**src/rtl/sdcs_pkg.sv**
```systemverilog
package sdcs_pkg;

    localparam int RAS_W = 4;
    localparam int RP_W  = 3;
    localparam int CNT_W = RAS_W + 1;

    typedef enum logic [2:0] {
        CMD_ACT  = 3'd0,
        CMD_RW   = 3'd1,
        CMD_PRE  = 3'd2,
        CMD_AREF = 3'd3,
        CMD_SRE  = 3'd4,
        CMD_SRX  = 3'd5
    } cmd_e;

    // spacing counters, one per enforced window
    typedef enum int {
        SP_RAS = 0,   // activate -> precharge
        SP_RP  = 1,   // precharge -> activate / refresh / self-refresh entry
        SP_RC  = 2,   // activate -> activate
        SP_RFC = 3,   // auto-refresh -> anything
        SP_XSR = 4    // self-refresh exit -> anything
    } span_e;

    localparam int NUM_SP = 5;

    typedef logic [NUM_SP-1:0] span_vec_t;

    // counters that must be idle before a command may pass
    function automatic span_vec_t gating_of(input cmd_e c);
        span_vec_t v;
        v = '0;
        v[SP_RFC] = 1'b1;
        v[SP_XSR] = 1'b1;
        case (c)
            CMD_ACT: begin v[SP_RP] = 1'b1; v[SP_RC] = 1'b1; end
            CMD_PRE: v[SP_RAS] = 1'b1;
            CMD_AREF, CMD_SRE: v[SP_RP] = 1'b1;
            default: ;
        endcase
        return v;
    endfunction

    // counters a command starts when accepted
    function automatic span_vec_t starts_of(input cmd_e c);
        span_vec_t v;
        v = '0;
        case (c)
            CMD_ACT:  begin v[SP_RAS] = 1'b1; v[SP_RC] = 1'b1; end
            CMD_PRE:  v[SP_RP]  = 1'b1;
            CMD_AREF: v[SP_RFC] = 1'b1;
            CMD_SRX:  v[SP_XSR] = 1'b1;
            default: ;
        endcase
        return v;
    endfunction

    // a span of S cycles blocks the next S-1 cycles after the accept
    function automatic logic [CNT_W-1:0] load_of(input logic [CNT_W-1:0] span);
        return (span == '0) ? '0 : span - 1'b1;
    endfunction

endpackage

```
**src/rtl/sdcs_down_counter.sv**
```systemverilog
module sdcs_down_counter #(
    parameter int W = 5
) (
    input  logic         clk,
    input  logic         rst,
    input  logic         load,
    input  logic [W-1:0] load_val,
    output logic         idle
);
    logic [W-1:0] cnt;

    always_ff @(posedge clk) begin
        if (rst)              cnt <= '0;
        else if (load)        cnt <= load_val;
        else if (cnt != '0)   cnt <= cnt - 1'b1;
    end

    assign idle = (cnt == '0);

    // a running window never finishes early
    assert_window_runs_R10: assert property (@(posedge clk) disable iff (rst)
        (!load && cnt > 1) |=> !idle);
endmodule

```
**src/rtl/sdcs_cfg_hold.sv**
```systemverilog
module sdcs_cfg_hold #(
    parameter int RAS_W = 4,
    parameter int RP_W  = 3
) (
    input  logic             clk,
    input  logic             rst,
    input  logic             busy,
    input  logic [RAS_W-1:0] ras_in,
    input  logic [RP_W-1:0]  rp_in,
    output logic [RAS_W-1:0] ras_eff,
    output logic [RP_W-1:0]  rp_eff
);
    logic [RAS_W-1:0] ras_q;
    logic [RP_W-1:0]  rp_q;

    always_ff @(posedge clk) begin
        if (rst) begin
            ras_q <= '0;
            rp_q  <= '0;
        end else if (!busy) begin
            ras_q <= ras_in;
            rp_q  <= rp_in;
        end
    end

    assign ras_eff = busy ? ras_q : ras_in;
    assign rp_eff  = busy ? rp_q  : rp_in;

    // codes seen by the counters stay frozen while a window runs
    assert_cfg_frozen_R9: assert property (@(posedge clk) disable iff (rst)
        (busy && $past(busy) && !$past(rst)) |-> (ras_eff == $past(ras_eff) && rp_eff == $past(rp_eff)));
endmodule

```
**src/rtl/sdcs_release_gate.sv**
```systemverilog
module sdcs_release_gate
    import sdcs_pkg::*;
(
    input  logic      valid,
    input  cmd_e      cmd,
    input  span_vec_t idle,
    output logic      ready,
    output span_vec_t start,
    output logic      busy
);
    span_vec_t blocking;

    always_comb begin
        blocking = gating_of(cmd) & ~idle;
        ready    = (blocking == '0);
        start    = (valid && ready) ? starts_of(cmd) : '0;
        busy     = (idle != '1);
    end
endmodule

```
**src/rtl/sdram_cmd_spacer.sv**
```systemverilog
module sdram_cmd_spacer
    import sdcs_pkg::*;
#(
    parameter int RAS_BITS = RAS_W,
    parameter int RP_BITS  = RP_W
) (
    input  logic                clk,
    input  logic                rst,
    input  logic [RAS_BITS-1:0] cfg_ras,
    input  logic [RP_BITS-1:0]  cfg_rp,
    input  logic                req_valid,
    input  logic [2:0]          req_cmd,
    output logic                req_ready,
    output logic                pin_issue,
    output logic [2:0]          pin_cmd
);
    localparam int SUM_W = ((RAS_BITS > RP_BITS) ? RAS_BITS : RP_BITS) + 1;

    logic [RAS_BITS-1:0] ras_eff;
    logic [RP_BITS-1:0]  rp_eff;
    logic [SUM_W-1:0]    ras_ext, rp_ext, sum_span;
    logic                busy, accept;
    cmd_e                cmd;
    span_vec_t           idle, start;
    logic [SUM_W-1:0]    load_val [NUM_SP];

    assign cmd = cmd_e'(req_cmd);

    sdcs_cfg_hold #(.RAS_W(RAS_BITS), .RP_W(RP_BITS)) u_cfg (
        .clk(clk), .rst(rst), .busy(busy),
        .ras_in(cfg_ras), .rp_in(cfg_rp),
        .ras_eff(ras_eff), .rp_eff(rp_eff)
    );

    assign ras_ext  = SUM_W'(ras_eff);
    assign rp_ext   = SUM_W'(rp_eff);
    assign sum_span = ras_ext + rp_ext;

    sdcs_release_gate u_gate (
        .valid(req_valid), .cmd(cmd), .idle(idle),
        .ready(req_ready), .start(start), .busy(busy)
    );

    assign accept = req_valid && req_ready;

    always_comb begin
        load_val[SP_RAS] = load_of(CNT_W'(ras_ext));
        load_val[SP_RP]  = load_of(CNT_W'(rp_ext));
        load_val[SP_RC]  = load_of(CNT_W'(sum_span));
        load_val[SP_RFC] = load_of(CNT_W'(sum_span));
        load_val[SP_XSR] = load_of(CNT_W'(sum_span));
    end

    for (genvar g = 0; g < NUM_SP; g++) begin : g_span
        sdcs_down_counter #(.W(SUM_W)) u_cnt (
            .clk(clk), .rst(rst), .load(start[g]),
            .load_val(load_val[g]), .idle(idle[g])
        );
    end

    always_ff @(posedge clk) begin
        if (rst) begin
            pin_issue <= 1'b0;
            pin_cmd   <= 3'd0;
        end else begin
            pin_issue <= accept;
            if (accept) pin_cmd <= req_cmd;
        end
    end

    // precharge never lands in the cycle after an activate with a 2+ code
    assert_ras_gap_R2: assert property (@(posedge clk) disable iff (rst)
        (accept && cmd == CMD_ACT && ras_eff >= 2) |=> !(accept && cmd == CMD_PRE));

    assert_rp_gap_R3: assert property (@(posedge clk) disable iff (rst)
        (accept && cmd == CMD_PRE && rp_eff >= 2) |=>
        !(accept && (cmd == CMD_ACT || cmd == CMD_AREF || cmd == CMD_SRE)));

    assert_rc_gap_R6: assert property (@(posedge clk) disable iff (rst)
        (accept && cmd == CMD_ACT && sum_span >= 2) |=> !(accept && cmd == CMD_ACT));

    assert_rfc_hold_R7: assert property (@(posedge clk) disable iff (rst)
        (accept && cmd == CMD_AREF && sum_span >= 2) |=> !accept);

    assert_xsr_hold_R8: assert property (@(posedge clk) disable iff (rst)
        (accept && cmd == CMD_SRX && sum_span >= 2) |=> !accept);

    assert_strobe_R10: assert property (@(posedge clk) disable iff (rst)
        pin_issue |-> $past(req_valid));
endmodule

```
**config.mk**
```make
export PLATFORM = sky130hd
export DESIGN_NAME = sdram_cmd_spacer
export DESIGN_NICKNAME = d
export VERILOG_FILES = /design/src/rtl/sdcs_pkg.sv /design/src/rtl/sdcs_down_counter.sv /design/src/rtl/sdcs_cfg_hold.sv /design/src/rtl/sdcs_release_gate.sv /design/src/rtl/sdram_cmd_spacer.sv
export SDC_FILE = /design/constraint.sdc
export NUM_CORES = 1
export LEC_CHECK = 0
export BUFFER_PORTS_ARGS = -buffer_cell sky130_fd_sc_hd__buf_2
export CELL_PAD_IN_SITES_DETAIL_PLACEMENT = 0
export CELL_PAD_IN_SITES_GLOBAL_PLACEMENT = 1
export CORE_MARGIN = 10
export CORE_UTILIZATION = 49
export CTS_CLUSTER_SIZE = 12
export DETAILED_ROUTE_END_ITERATION = 10
export PLACE_DENSITY = 0.87
export SLEW_MARGIN = 25
export SYNTH_ARGS = -nofsm -noshare
export SYNTH_HDL_FRONTEND = slang
export SYNTH_SLANG_ARGS = --single-unit
```
**constraint.sdc**
```tcl
create_clock -name clk -period 10.6 [get_ports clk]
set_input_delay 0 -clock clk [delete_from_list [all_inputs] [get_ports clk]]
set_output_delay 0 -clock clk [all_outputs]
set_load 0.01 [all_outputs]
```
; ---- Word-level counts from Yosys, hierarchy flattened
; Index checks and enable logic that the tools add are counted.
[op_classes]
addsub = 9
n_eq_ne = 5
muxes = 21
n_bitwise = 2
reduce_logical = 22
[op_table]
columns = operator, n
row1 = $mux 5, 14
row2 = $logic_not 5->1, 9
row3 = $sub 5x1->5 const B, 6
row4 = $reduce_bool 5->1, 5
row5 = $reduce_bool 2->1, 5
row6 = $eq 3x2->1 const B, 2
row7 = $eq 3x3->1 const B, 2
row8 = $add 4x3->5, 1
row9 = $and 5x5->5, 1
row10 = $mux 1, 5
row11 = $ne 5x5->1 const B, 1
row12 = $not 5->5, 1
row13 = $sub 4x1->5 const B, 1
row14 = $mux 4, 1
row15 = $sub 3x1->4 const B, 1
row16 = $logic_not 3->1, 1
row17 = $mux 3, 1
row18 = $reduce_or 3->1, 1
row19 = $logic_and 1x1->1, 1
[totals]
reg_bits = 36
out_inout_bits = 5
wordCells = 68

; ---- Logic depth before layout (Yosys ltp)
; Gate-level depths: netlist of the first run.
[logic_depth]
word_depth = 8
ltp_mapped = 15

; ---- Cells and area by module
; From an unflattened synthesis of the first run, not the netlist that was laid out.
[unflattened]
hier_cells = 259
area_unflattened_um2 = 2282.2
[by_module_without_submodules]
columns = module, instances, cells_per_inst, area_per_inst_um2, seq_area_each_um2
row1 = sdcs_down_counter, 5, 32, 287.8, 100.1
row2 = sdram_cmd_spacer, 1, 59, 437.9, 80.1
row3 = sdcs_cfg_hold, 1, 22, 300.3, 140.1
row4 = sdcs_release_gate, 1, 18, 105.1, 0.0

; ---- Worst setup path before layout of the first run
; No wires, ideal clock.
[synth_path]
path_kind = reg-to-reg
from = register g_span[3].u_cnt.cnt[0]
to = register g_span[4].u_cnt.cnt[3]
setup_ps = 112
arrival_time_ps = 3573
setup_slack_ps = 6915
path_stages_with_launch = 15
n_path_buf = 2
period_less_slack_ps = 3685
cell_sequence = dfxtp_1 > inv_1 > ha_1 > nor4b_2 > and2_1 > and4_4 > buf_12 > buf_2 > mux2_2 > ha_1 > xor2_1 > nand3_1 > xor2_1 > mux2i_1 > a2111oi_1
[synth_via]
elab_chain_cells = 7
elab_cells_between_ends = 15
cone_classes = add/sub (2) / eq/ne (1) / mux (5) / bitwise (2) / reduce/logical (5)
[synth_rtl]
columns = element, line
row1 = start: declaration, sdcs_down_counter.sv:10  ; logic [W-1:0] cnt;
row2 = start signal: assignment, sdcs_down_counter.sv:14  ; else if (load) cnt <= load_val;
row3 = start signal: assignment, sdcs_down_counter.sv:15  ; else if (cnt != '0) cnt <= cnt - 1'b1;
row4 = $logic_not 5->1 *, sdcs_down_counter.sv:18  ; assign idle = (cnt == '0);
row5 = $ne 5x5->1 *, sdcs_release_gate.sv:17  ; busy = (idle != '1);
row6 = $mux 4 *, sdcs_cfg_hold.sv:26  ; assign ras_eff = busy ? ras_q : ras_in;
row7 = via ras_eff[2], sdram_cmd_spacer.sv:19  ; logic [RAS_BITS-1:0] ras_eff;
row8 = $add 4x3->5 *, sdram_cmd_spacer.sv:37  ; assign sum_span = ras_ext + rp_ext;
row9 = $sub 5x1->5 or $logic_not 5->1 (tied branches), sdcs_pkg.sv:60  ; return (span == '0) ? '0 : span - 1'b1;
row10 = $mux 5 *, sdcs_pkg.sv:60
row11 = $mux 5 *, sdcs_down_counter.sv:14
row12 = end signal: assignment, sdcs_down_counter.sv:14
row13 = end signal: assignment, sdcs_down_counter.sv:15
row14 = end: declaration, sdcs_down_counter.sv:10
; Mark *: on every way through the listed nets, which the timed path passes. The rest lies on a longest branch.
; A chain may end at the register's enable or synchronous reset.

; ---- Worst setup path in the final report of the first run
[layout_path]
from = register g_span[3].u_cnt.cnt[0]
to = register g_span[4].u_cnt.cnt[3]
[layout_via]
elab_chain_cells = 7
elab_cells_between_ends = 15
cone_classes = add/sub (2) / eq/ne (1) / mux (5) / bitwise (2) / reduce/logical (5)
[layout_rtl]
columns = element, line
row1 = $logic_not 5->1 *, sdcs_down_counter.sv:18
row2 = $ne 5x5->1 *, sdcs_release_gate.sv:17
row3 = $mux 3 *, sdcs_cfg_hold.sv:27  ; assign rp_eff = busy ? rp_q : rp_in;
row4 = via rp_eff[0], sdram_cmd_spacer.sv:20  ; logic [RP_BITS-1:0] rp_eff;
row5 = $add 4x3->5 *, sdram_cmd_spacer.sv:37
row6 = $sub 5x1->5 or $logic_not 5->1 (tied branches), sdcs_pkg.sv:60
row7 = $mux 5 *, sdcs_pkg.sv:60
row8 = $mux 5 *, sdcs_down_counter.sv:14
; Marks and branches as above.

==> flow_summary.yaml, run 1 <==
outcome:
  status: "finished, final reports clean"
yosys:
  yosysSeqAreaShare: 0.2966
  ys_types: 56
  synth-edff-count: 0
  synth.area.top_cells: "dfxtp_1 30%, ha_1 8.2%, xnor2_1 4.7%, nor2_1 4.3%, nand2_1 3.6%"
  syn_avg_cell_area_sq_um: 8.466
  yosys.area_share.simple: 0.2724
  synth_compound_area_frac: 0.1576
  ys_seq_elements: 36
  synthTopCellsByCount: "36 x dfxtp_1, 28 x nor2_1, 23 x nand2_1"
  yosys.area_share.xor_xnor: 0.07570
  ys_dominant_reg_cell: "dfxtp_1"
  netlist_instances: 287
  synthMuxAreaShare: 0.05355
  synth.most_common_cell: "dfxtp_1"
  synth_top_area_share: 0.2966
  synth_top_family_by_area: "simple AND/OR/NAND/NOR gates"
  synthAdderAreaFrac: 0.09063
  synthArstFlopShare: 0
  yosys.area.top_type: "dfxtp_1"
  ys_warn_count: 0
  synth_nets: 317
  syn-cell-area_sq_um: 2430
clock_network:
  cts_tree: "done"
  htreeDepth: 2
  root_buffer: "clkbuf_8"
  cts_sinks: 36
  post_cts_resized: 0
  cts_made_buffers: 5
  clk_pin_slew_ns: 0.08
  clockBufferDepth: 2
  insertion_delay_ns: 0.29
  cts_hold_buffers: 0
  cts_setup_buffers: 0
critical_path:
  arrival_ns: 4.36
  cp_top_family: "simple AND/OR/NAND/NOR gates"
  crit_chain: "inv_1, ha_1, nor4b_2, and2_1, and4_4, mux2_2, ha_1, inv_1, fa_1, xor2_1, nand3_1, xor2_1, mux2i_1, a2111oi_1"
  r2r-start: "g_span[3].u_cnt.cnt[0]"
  crit_slowest_cell: "nor4b_2"
  end_kind: "flip-flop"
  start_kind: "flip-flop"
  required_ns: 10.78
  reg2reg_depth: 14
  r2r_setup_slack_ns: 6.41
  path_buf_inv: 2
  crit_type: "flip-flop to flip-flop"
  crit_fanout: 20
  critical_path.max_stage_delay_ns: 0.50
  r2r-end: "g_span[4].u_cnt.cnt[3]"
sta:
  setup_viol: 0
  finalCritPeriodShare: 0.3952
  fmax_ghz: 0.2387
  worst_pin_slew_ns: 0.7734
  period_minus_slack_ns: 4.189
  slew_headroom: 0.4831
  tns_ns: 0
  grt_setup_unrepaired: "false"
  fin_skew_ns: 0.005377
  drv_slew: 0
  hold_violations: 0
power:
  irDropWorstVdd_mv: 0.1321
  intPower_uw: 483.7
  leakage_nw: 1.135
  switchingPower_uw: 296.4
  p_sw_frac: 0.3800
  p_seq_frac: 0.292
  power_density_nw_per_um2: 288.2
  pwr-share-clk: 0.216
  comb_power_share: 0.492
floorplanning:
  core-area_sq_um: 4755
  fp.dieH_um: 90.42
  die_w_um: 90.42
  die_area_sq_um: 8176
  ios: 18
  start_util: 0.5111
  rows: 25
route:
  met2RoutedLength_um: 2504
  route.met3.wl_um: 150
  antenna_left: 0
  drt_iter0_markers: 119
  m1WireLength_um: 2511
  routed_wl_um: 5223
  vias: 2035
  dr.max_layer_used: "met4"
  remaining_drc_errors: 0
  routedWlPerCell_um: 14.15
  vias_per_cell: 5.515
  firstDrtPassIters: 4
cells_and_area:
  final_layout_size_suffix_gt1_frac: 0.1424
  fin_nets: 331
  syn_to_final_growth_pct: 11.38
  antennaDiodeCount: 0
  final_util: 0.5692
  fillers: 462
grt:
  antenna_found_initial: 0
  grt_overflow: 0
  grt_max_degree: 41
  first_global_vias: 1952
  grt_pass1_wl_um: 9032
  grt_usage: 0.1284
hold_path:
  hp-start: "req_cmd[2]"
  min_to: "pin_cmd[2]"
  holdPathStages: 3
  hold_path.class: "input port to flip-flop"
placement:
  gp_congestion: 0.7895
  numPortBuffers: 17
  hpwl_um: 3918
run:
  drv_cap: 0
-- kinds of logic after synthesis --
| group | after synthesis |
|---|---|
| flip-flops | 36 |
| XOR/XNOR | 21 |
| adder cells (fa/ha/maj) | 17 |
| AO/OA/AOI/OAI | 54 |
| multiplexers | 12 |
| AND/OR/NAND/NOR | 117 |
| buffers and inverters | 30 |
-- final cells by class --
cell class / count / area, sq um / share of cell area
clock inverters: 3 / 90.09 / 0.03329
repair buffers: 18 / 92.59 / 0.03421
inverters: 19 / 71.32 / 0.02635
clock buffers: 5 / 68.82 / 0.02543
flip-flops and latches: 36 / 720.7 / 0.2663
well taps: 67 / 83.83 / 0.03098
multi-input cells: 221 / 1579 / 0.5834
-- worst max-delay path by stage --
| stage | startpoint | end | cells after the start |
|---|---|---|---|
| after global placement | g_span[1].u_cnt.cnt[0] | g_span[4].u_cnt.cnt[3] | 13 |
| after detailed placement | g_span[1].u_cnt.cnt[0] | g_span[4].u_cnt.cnt[3] | 13 |
| after floorplan | g_span[3].u_cnt.cnt[0] | g_span[4].u_cnt.cnt[3] | 14 |
| after CTS | g_span[3].u_cnt.cnt[0] | g_span[4].u_cnt.cnt[3] | 14 |
| final | g_span[3].u_cnt.cnt[0] | g_span[4].u_cnt.cnt[3] | 14 |
| after global routing | g_span[4].u_cnt.cnt[0] | g_span[4].u_cnt.cnt[3] | 14 |
-- flip-flops by register name, summed over array words and instances (netlist names) --
register	cells
pin_cmd	3
u_cfg.ras_q	4
pin_issue	1
u_cfg.rp_q	3
g_span.u_cnt.cnt	25
-- power groups by stage --
stage	Combinational [mW]	Clock, mW	Sequential (mW)
floorplan	0.311	0	0.223
global placement	0.379	0	0.230
detailed placement	0.382	0	0.231
CTS	0.386	0.172	0.228
global route	0.440	0.176	0.236
finish	0.384	0.168	0.228
-- worst reg2reg max path, cell delays in order (launching register included) --
cell and delay, ns:
dfxtp_1 0.34, inv_1 0.08, ha_1 0.16, nor4b_2 0.50
and2_1 0.29, and4_4 0.42, mux2_2 0.42, ha_1 0.23
inv_1 0.07, fa_1 0.23, xor2_1 0.36, nand3_1 0.16
xor2_1 0.38, mux2i_1 0.13, a2111oi_1 0.32
-- metal layers --
layer  track usage  up-vias
li1              -     1062
met4       0.03581        0
met3       0.02743        7
met1        0.1566      945
met5             0        -
met2        0.2209       21
-- stage by stage --
step / hold slack (ns) / worst slack, ns / power (mW) / instances / cell area, sq um
5_1_grt: 0.04672 / 5.932 / 0.8512 / 369 / 2706
4_1_cts: 0.008012 / 6.421 / 0.7857 / 369 / 2706
6_report: 0.01565 / 6.411 / 0.7800 / 369 / 2706
2_1_floorplan: 0.1360 / 6.915 / 0.5338 / 287 / 2430
3_5_place_dp: 0.3187 / 6.464 / 0.6130 / 361 / 2547
3_3_place_gp: 0.3126 / 6.514 / 0.6093 / 361 / 2547
-- layout by cell type, fill, tap and decap left out, types with 6 or more instances in the layout --
| cell type | netlist | final |
|---|---|---|
| or3_1 | 8 | 8 |
| buf_2 | 1 | 17 |
| ha_1 | 16 | 16 |
| mux2i_1 | 6 | 6 |
| xnor2_1 | 13 | 13 |
| o21ai_0 | 9 | 9 |
| nand3_1 | 9 | 9 |
| nand2_1 | 23 | 23 |
| nor3_1 | 12 | 12 |
| nor2_1 | 28 | 28 |
| inv_1 | 19 | 19 |
| xor2_1 | 8 | 8 |
| dfxtp_1 | 36 | 36 |
| a21oi_1 | 16 | 16 |
Power figures use the tool's default switching activity.
==> inputs of run 2 (changes only) <==
CORE_UTILIZATION = 46   (was 49)
PLACE_DENSITY = 0.83   (was 0.87)
clock period = 4.3 ns   (was 10.6 ns; I/O delays follow)
==> flow_summary.yaml, run 2 (same netlist as run 1, synthesis figures left out) <==
clock_network:
  insertion_delay_ns: 0.30
  clk_pin_slew_ns: 0.08
  cts_made_buffers: 5
  cts_setup_buffers: 0
  clockBufferDepth: 2
  htreeDepth: 2
  cts_sinks: 36
  root_buffer: "clkbuf_8"
  post_cts_resized: 0
  cts_hold_buffers: 0
  cts_tree: "done"
grt:
  grt_max_degree: 41
  first_global_vias: 1975
  antenna_found_initial: 0
  grt_usage: 0.1319
  grt_overflow: 0
  grt_pass1_wl_um: 9404
sta:
  fmax_ghz: 0.2622
  worst_pin_slew_ns: 0.7202
  slew_headroom: 0.5199
  setup_viol: 0
  tns_ns: 0
  drv_slew: 0
  fin_skew_ns: 0.01033
  period_minus_slack_ns: 3.814
  finalCritPeriodShare: 0.8870
  hold_violations: 0
  grt_setup_unrepaired: "false"
cells_and_area:
  fin_nets: 340
  fillers: 479
  top_regs: "g_span.u_cnt.cnt x25, u_cfg.ras_q x4"
  final_cell_area_sq_um: 2711
  final_cell_mix: "36 x dfxtp_1, 28 x nor2_1, 23 x nand2_1"
  largest_reg_flops: 25
  layout_commonest_cell: "dfxtp_1"
  final_layout_size_suffix_gt1_frac: 0.1672
  syn_to_final_growth_pct: 11.59
  regMostFlops: "g_span.u_cnt.cnt"
  antennaDiodeCount: 0
placement:
  gp_congestion: 0.7933
  postPlaceCellArea_sq_um: 2619
  numPortBuffers: 17
  hpwl_um: 4106
route:
  remaining_drc_errors: 0
  drt_iter0_markers: 144
  vias_per_cell: 5.467
  antenna_left: 0
  routed_wl_um: 5480
  routedWlPerCell_um: 14.38
  firstDrtPassIters: 4
  vias: 2083
power:
  irDropWorstVdd_mv: 0.3469
  comb_power_share: 0.551
  intPower_mw: 1.078
  p_seq_frac: 0.309
  power_density_nw_per_um2: 672.8
  p_sw_frac: 0.4088
  pwr-share-clk: 0.140
  leakage_nw: 1.150
  switchingPower_uw: 745.8
critical_path:
  startpoint: "g_span[3].u_cnt.cnt[0]"
  required_ns: 4.52
  crit_type: "flip-flop to flip-flop"
  critical_path.max_stage_delay_ns: 0.44
  crit_slowest_cell: "fa_1"
  crit_top_cell: "ha_1"
  r2r_setup_slack_ns: 0.49
  r2r-end: "g_span[3].u_cnt.cnt[4]"
  arrival_ns: 4.04
  cp-endpoint: "g_span[3].u_cnt.cnt[4]"
  start_kind: "flip-flop"
  reg2reg_depth: 13
  crit_chain: "inv_1, ha_1, nor4b_2, and2_1, and4_4, mux2_2, ha_1, inv_1, fa_1, ha_1, a31oi_1, o2111ai_1, o22ai_1"
  crit_fanout: 11
  end_kind: "flip-flop"
  r2r-start: "g_span[3].u_cnt.cnt[0]"
floorplanning:
  fp.dieH_um: 92.68
  die_area_sq_um: 8590
  ios: 18
  rows: 26
  core-area_sq_um: 5107
  start_util: 0.4757
  die_w_um: 92.68
hold_path:
  hp-start: "req_cmd[2]"
  hold_path.class: "input port to flip-flop"
outcome:
  status: "finished, final reports clean"
run:
  drv_cap: 0
run 2: worst max-delay path: cells and delay by family (launching register included):
kind	cells	cell delay, ns
buf+inv	2	0.15
flops	1	0.33
simple gates	3	0.93
fa+ha+maj	4	1.18
mux	1	0.40
compound gates	3	0.76
run 2: how the worst min path moves through the flow:
stage	endpoint	slack, ns	cells past startpoint
finish	pin_cmd[2]	0.02	3
global route	pin_cmd[2]	0.05	3
CTS	pin_cmd[2]	0.01	3
detailed placement	pin_cmd[2]	0.32	3
global placement	pin_cmd[2]	0.31	3
floorplan	pin_cmd[2]	0.14	2
run 2: power by group through the flow:
stage                     clock [mW]  sequential (mW)  combinational, mW
after floorplan                    0            0.549              0.766
after global placement             0            0.571              0.997
after detailed placement           0            0.572              0.998
after CTS                      0.258            0.565               1.01
after global routing           0.274            0.583               1.14
final                          0.255            0.564               1.00
run 2: area by class of cell:
| class | instances | area, sq um | share of cell area |
|---|---|---|---|
| multi-input combinational | 221 | 1579 | 0.5824 |
| sequential | 36 | 720.7 | 0.2658 |
| timing repair buffer | 27 | 160.2 | 0.05907 |
| tap | 70 | 87.58 | 0.03230 |
| clock buffer | 6 | 82.58 | 0.03046 |
| inverter | 19 | 71.32 | 0.02630 |
| clock inverter | 2 | 10.01 | 0.003692 |
run 2: metrics by stage:
step                instances  setup slack (ns)  total power, mW  hold slack [ns]  utilization
floorplan                 287            0.6153            1.316           0.1360            -
global placement          373            0.5777            1.568           0.3115       0.5127
detailed placement        373            0.5548            1.570           0.3233       0.5127
CTS                       381            0.5258            1.830          0.01293       0.5309
global route              381            0.2570            1.992          0.05220       0.5309
finish                    381            0.4857            1.824          0.01542       0.5309
run 2: per-layer routing:
metal  part of all wire  global-route usage
met1               0.48              0.1665
met4              0.016             0.04884
met5                  0                   0
met2               0.47              0.2165
met3              0.029             0.02663
==> inputs of run 3 (changes only) <==
CORE_UTILIZATION = 49   (was 46)
PLACE_DENSITY = 0.87   (was 0.83)
clock period = 4.7 ns   (was 4.3 ns; I/O delays follow)
==> flow_summary.yaml, run 3 (same netlist as run 1, synthesis figures left out) <==
outcome:
  status: "finished, final reports clean"
critical_path:
  crit_fanout: 20
  cp_top_family: "simple AND/OR/NAND/NOR gates"
  critical_path.max_stage_delay_ns: 0.43
  crit_type: "flip-flop to flip-flop"
  crit_slowest_cell: "and4_4"
  path_buf_inv: 2
  start_kind: "flip-flop"
  crit_chain: "inv_1, ha_1, nor4b_4, and2_1, and4_4, mux2_2, ha_1, inv_1, fa_1, xor2_1, nand3_1, xor2_1, mux2i_1, a2111oi_1"
  required_ns: 4.87
  arrival_ns: 4.22
  end_kind: "flip-flop"
cells_and_area:
  instances_no_fill: 372
  regMostFlops: "g_span.u_cnt.cnt"
  largest_reg_flops: 25
  final_layout_size_suffix_gt1_frac: 0.1508
  final_cell_mix: "36 x dfxtp_1, 28 x nor2_1, 23 x nand2_1"
  fin_nets: 334
  layout_commonest_cell: "dfxtp_1"
  top_regs: "g_span.u_cnt.cnt x25, u_cfg.ras_q x4"
  syn_to_final_growth_pct: 9.732
  antennaDiodeCount: 0
  final_util: 0.5608
  final_cell_area_sq_um: 2666
sta:
  worst_pin_slew_ns: 0.7214
  tns_ns: 0
  setup_viol: 0
  grt_setup_unrepaired: "false"
  fin_skew_ns: 0.01027
  hold_violations: 0
  drv_slew: 0
  fmax_ghz: 0.2471
  hold_ws_ns: 0.01505
  finalCritPeriodShare: 0.8609
  slew_headroom: 0.5191
  period_minus_slack_ns: 4.046
  layout_setup_ws_ns: 0.6537
power:
  power_mw: 1.646
  irDropWorstVdd_mv: 0.3200
  leakage_nw: 1.126
  power_density_nw_per_um2: 617.2
run:
  drv_cap: 0
floorplanning:
  die_area_sq_um: 8176
  fp.dieH_um: 90.42
  start_util: 0.5111
  rows: 25
  ios: 18
  die_w_um: 90.42
  core-area_sq_um: 4755
hold_path:
  hold_path.class: "input port to flip-flop"
clock_network:
  insertion_delay_ns: 0.29
  root_buffer: "clkbuf_8"
  cts_sinks: 36
  clockBufferDepth: 2
  htreeDepth: 2
  clk_pin_slew_ns: 0.08
  cts_tree: "done"
  cts_made_buffers: 5
grt:
  grt_usage: 0.1296
  grt_overflow: 0
  antenna_found_initial: 0
  first_global_vias: 2030
  grt_max_degree: 41
  grt_pass1_wl_um: 9239
placement:
  postPlaceCellArea_sq_um: 2570
  hpwl_um: 3962
  numPortBuffers: 17
  placed_cells: 364
  gp_congestion: 0.8608
  dp_slack_ns: 0.5978
route:
  remaining_drc_errors: 0
  drt_iter0_markers: 166
  vias_per_cell: 5.581
  antenna_left: 0
  routed_wl_um: 5406
  vias: 2076
  routedWlPerCell_um: 14.53
  firstDrtPassIters: 4
run 3: layout make-up:
class / instances / area, sq um
clock buffers: 5 / 68.82
clock inverters: 3 / 18.77
fillers: 459 / 2088
inverters: 19 / 71.32
multi-input cells: 221 / 1588
flip-flops and latches: 36 / 720.7
well taps: 67 / 83.83
repair buffers: 21 / 115.1
run 3: metal layers:
layer	GRT usage	vias up	wire, um	share of wire
li1	-	1061	-	-
met1	0.1588	982	2497	0.46
met2	0.2288	31	2714	0.50
met3	0.02078	2	167	0.031
met4	0.03183	0	27	0.0050
met5	0	-	0	0
run 3: path summary, 6_finish.rpt:
kind	from	end	slack, ns	cells after the start
setup reg to reg	g_span[3].u_cnt.cnt[0]	g_span[4].u_cnt.cnt[3]	0.65	14
hold reg to reg	pin_cmd[2]	pin_cmd[2]	0.46	2
setup / recovery	g_span[3].u_cnt.cnt[0]	g_span[4].u_cnt.cnt[3]	0.65	14
hold / removal	req_cmd[2]	pin_cmd[2]	0.02	3
run 3: repair_timing:
item	CTS	global route
hold buffers	0	0
setup endpoints to repair	0	1
setup buffers	0	0
gates resized for setup	0	1
run 3: where the power goes:
| group | switching, mW | internal, mW |
|---|---|---|
| Combinational | 0.458 | 0.450 |
| Clock | 0.115 | 0.103 |
| Sequential | 0.107 | 0.411 |
run 3: worst register-to-register path, stage by stage (launching register included):
cell	delay [ns]
dfxtp_1	0.33
inv_1	0.09
ha_1	0.18
nor4b_4	0.35
and2_1	0.26
and4_4	0.43
mux2_2	0.41
ha_1	0.23
inv_1	0.07
fa_1	0.23
xor2_1	0.38
nand3_1	0.15
xor2_1	0.37
mux2i_1	0.13
a2111oi_1	0.33
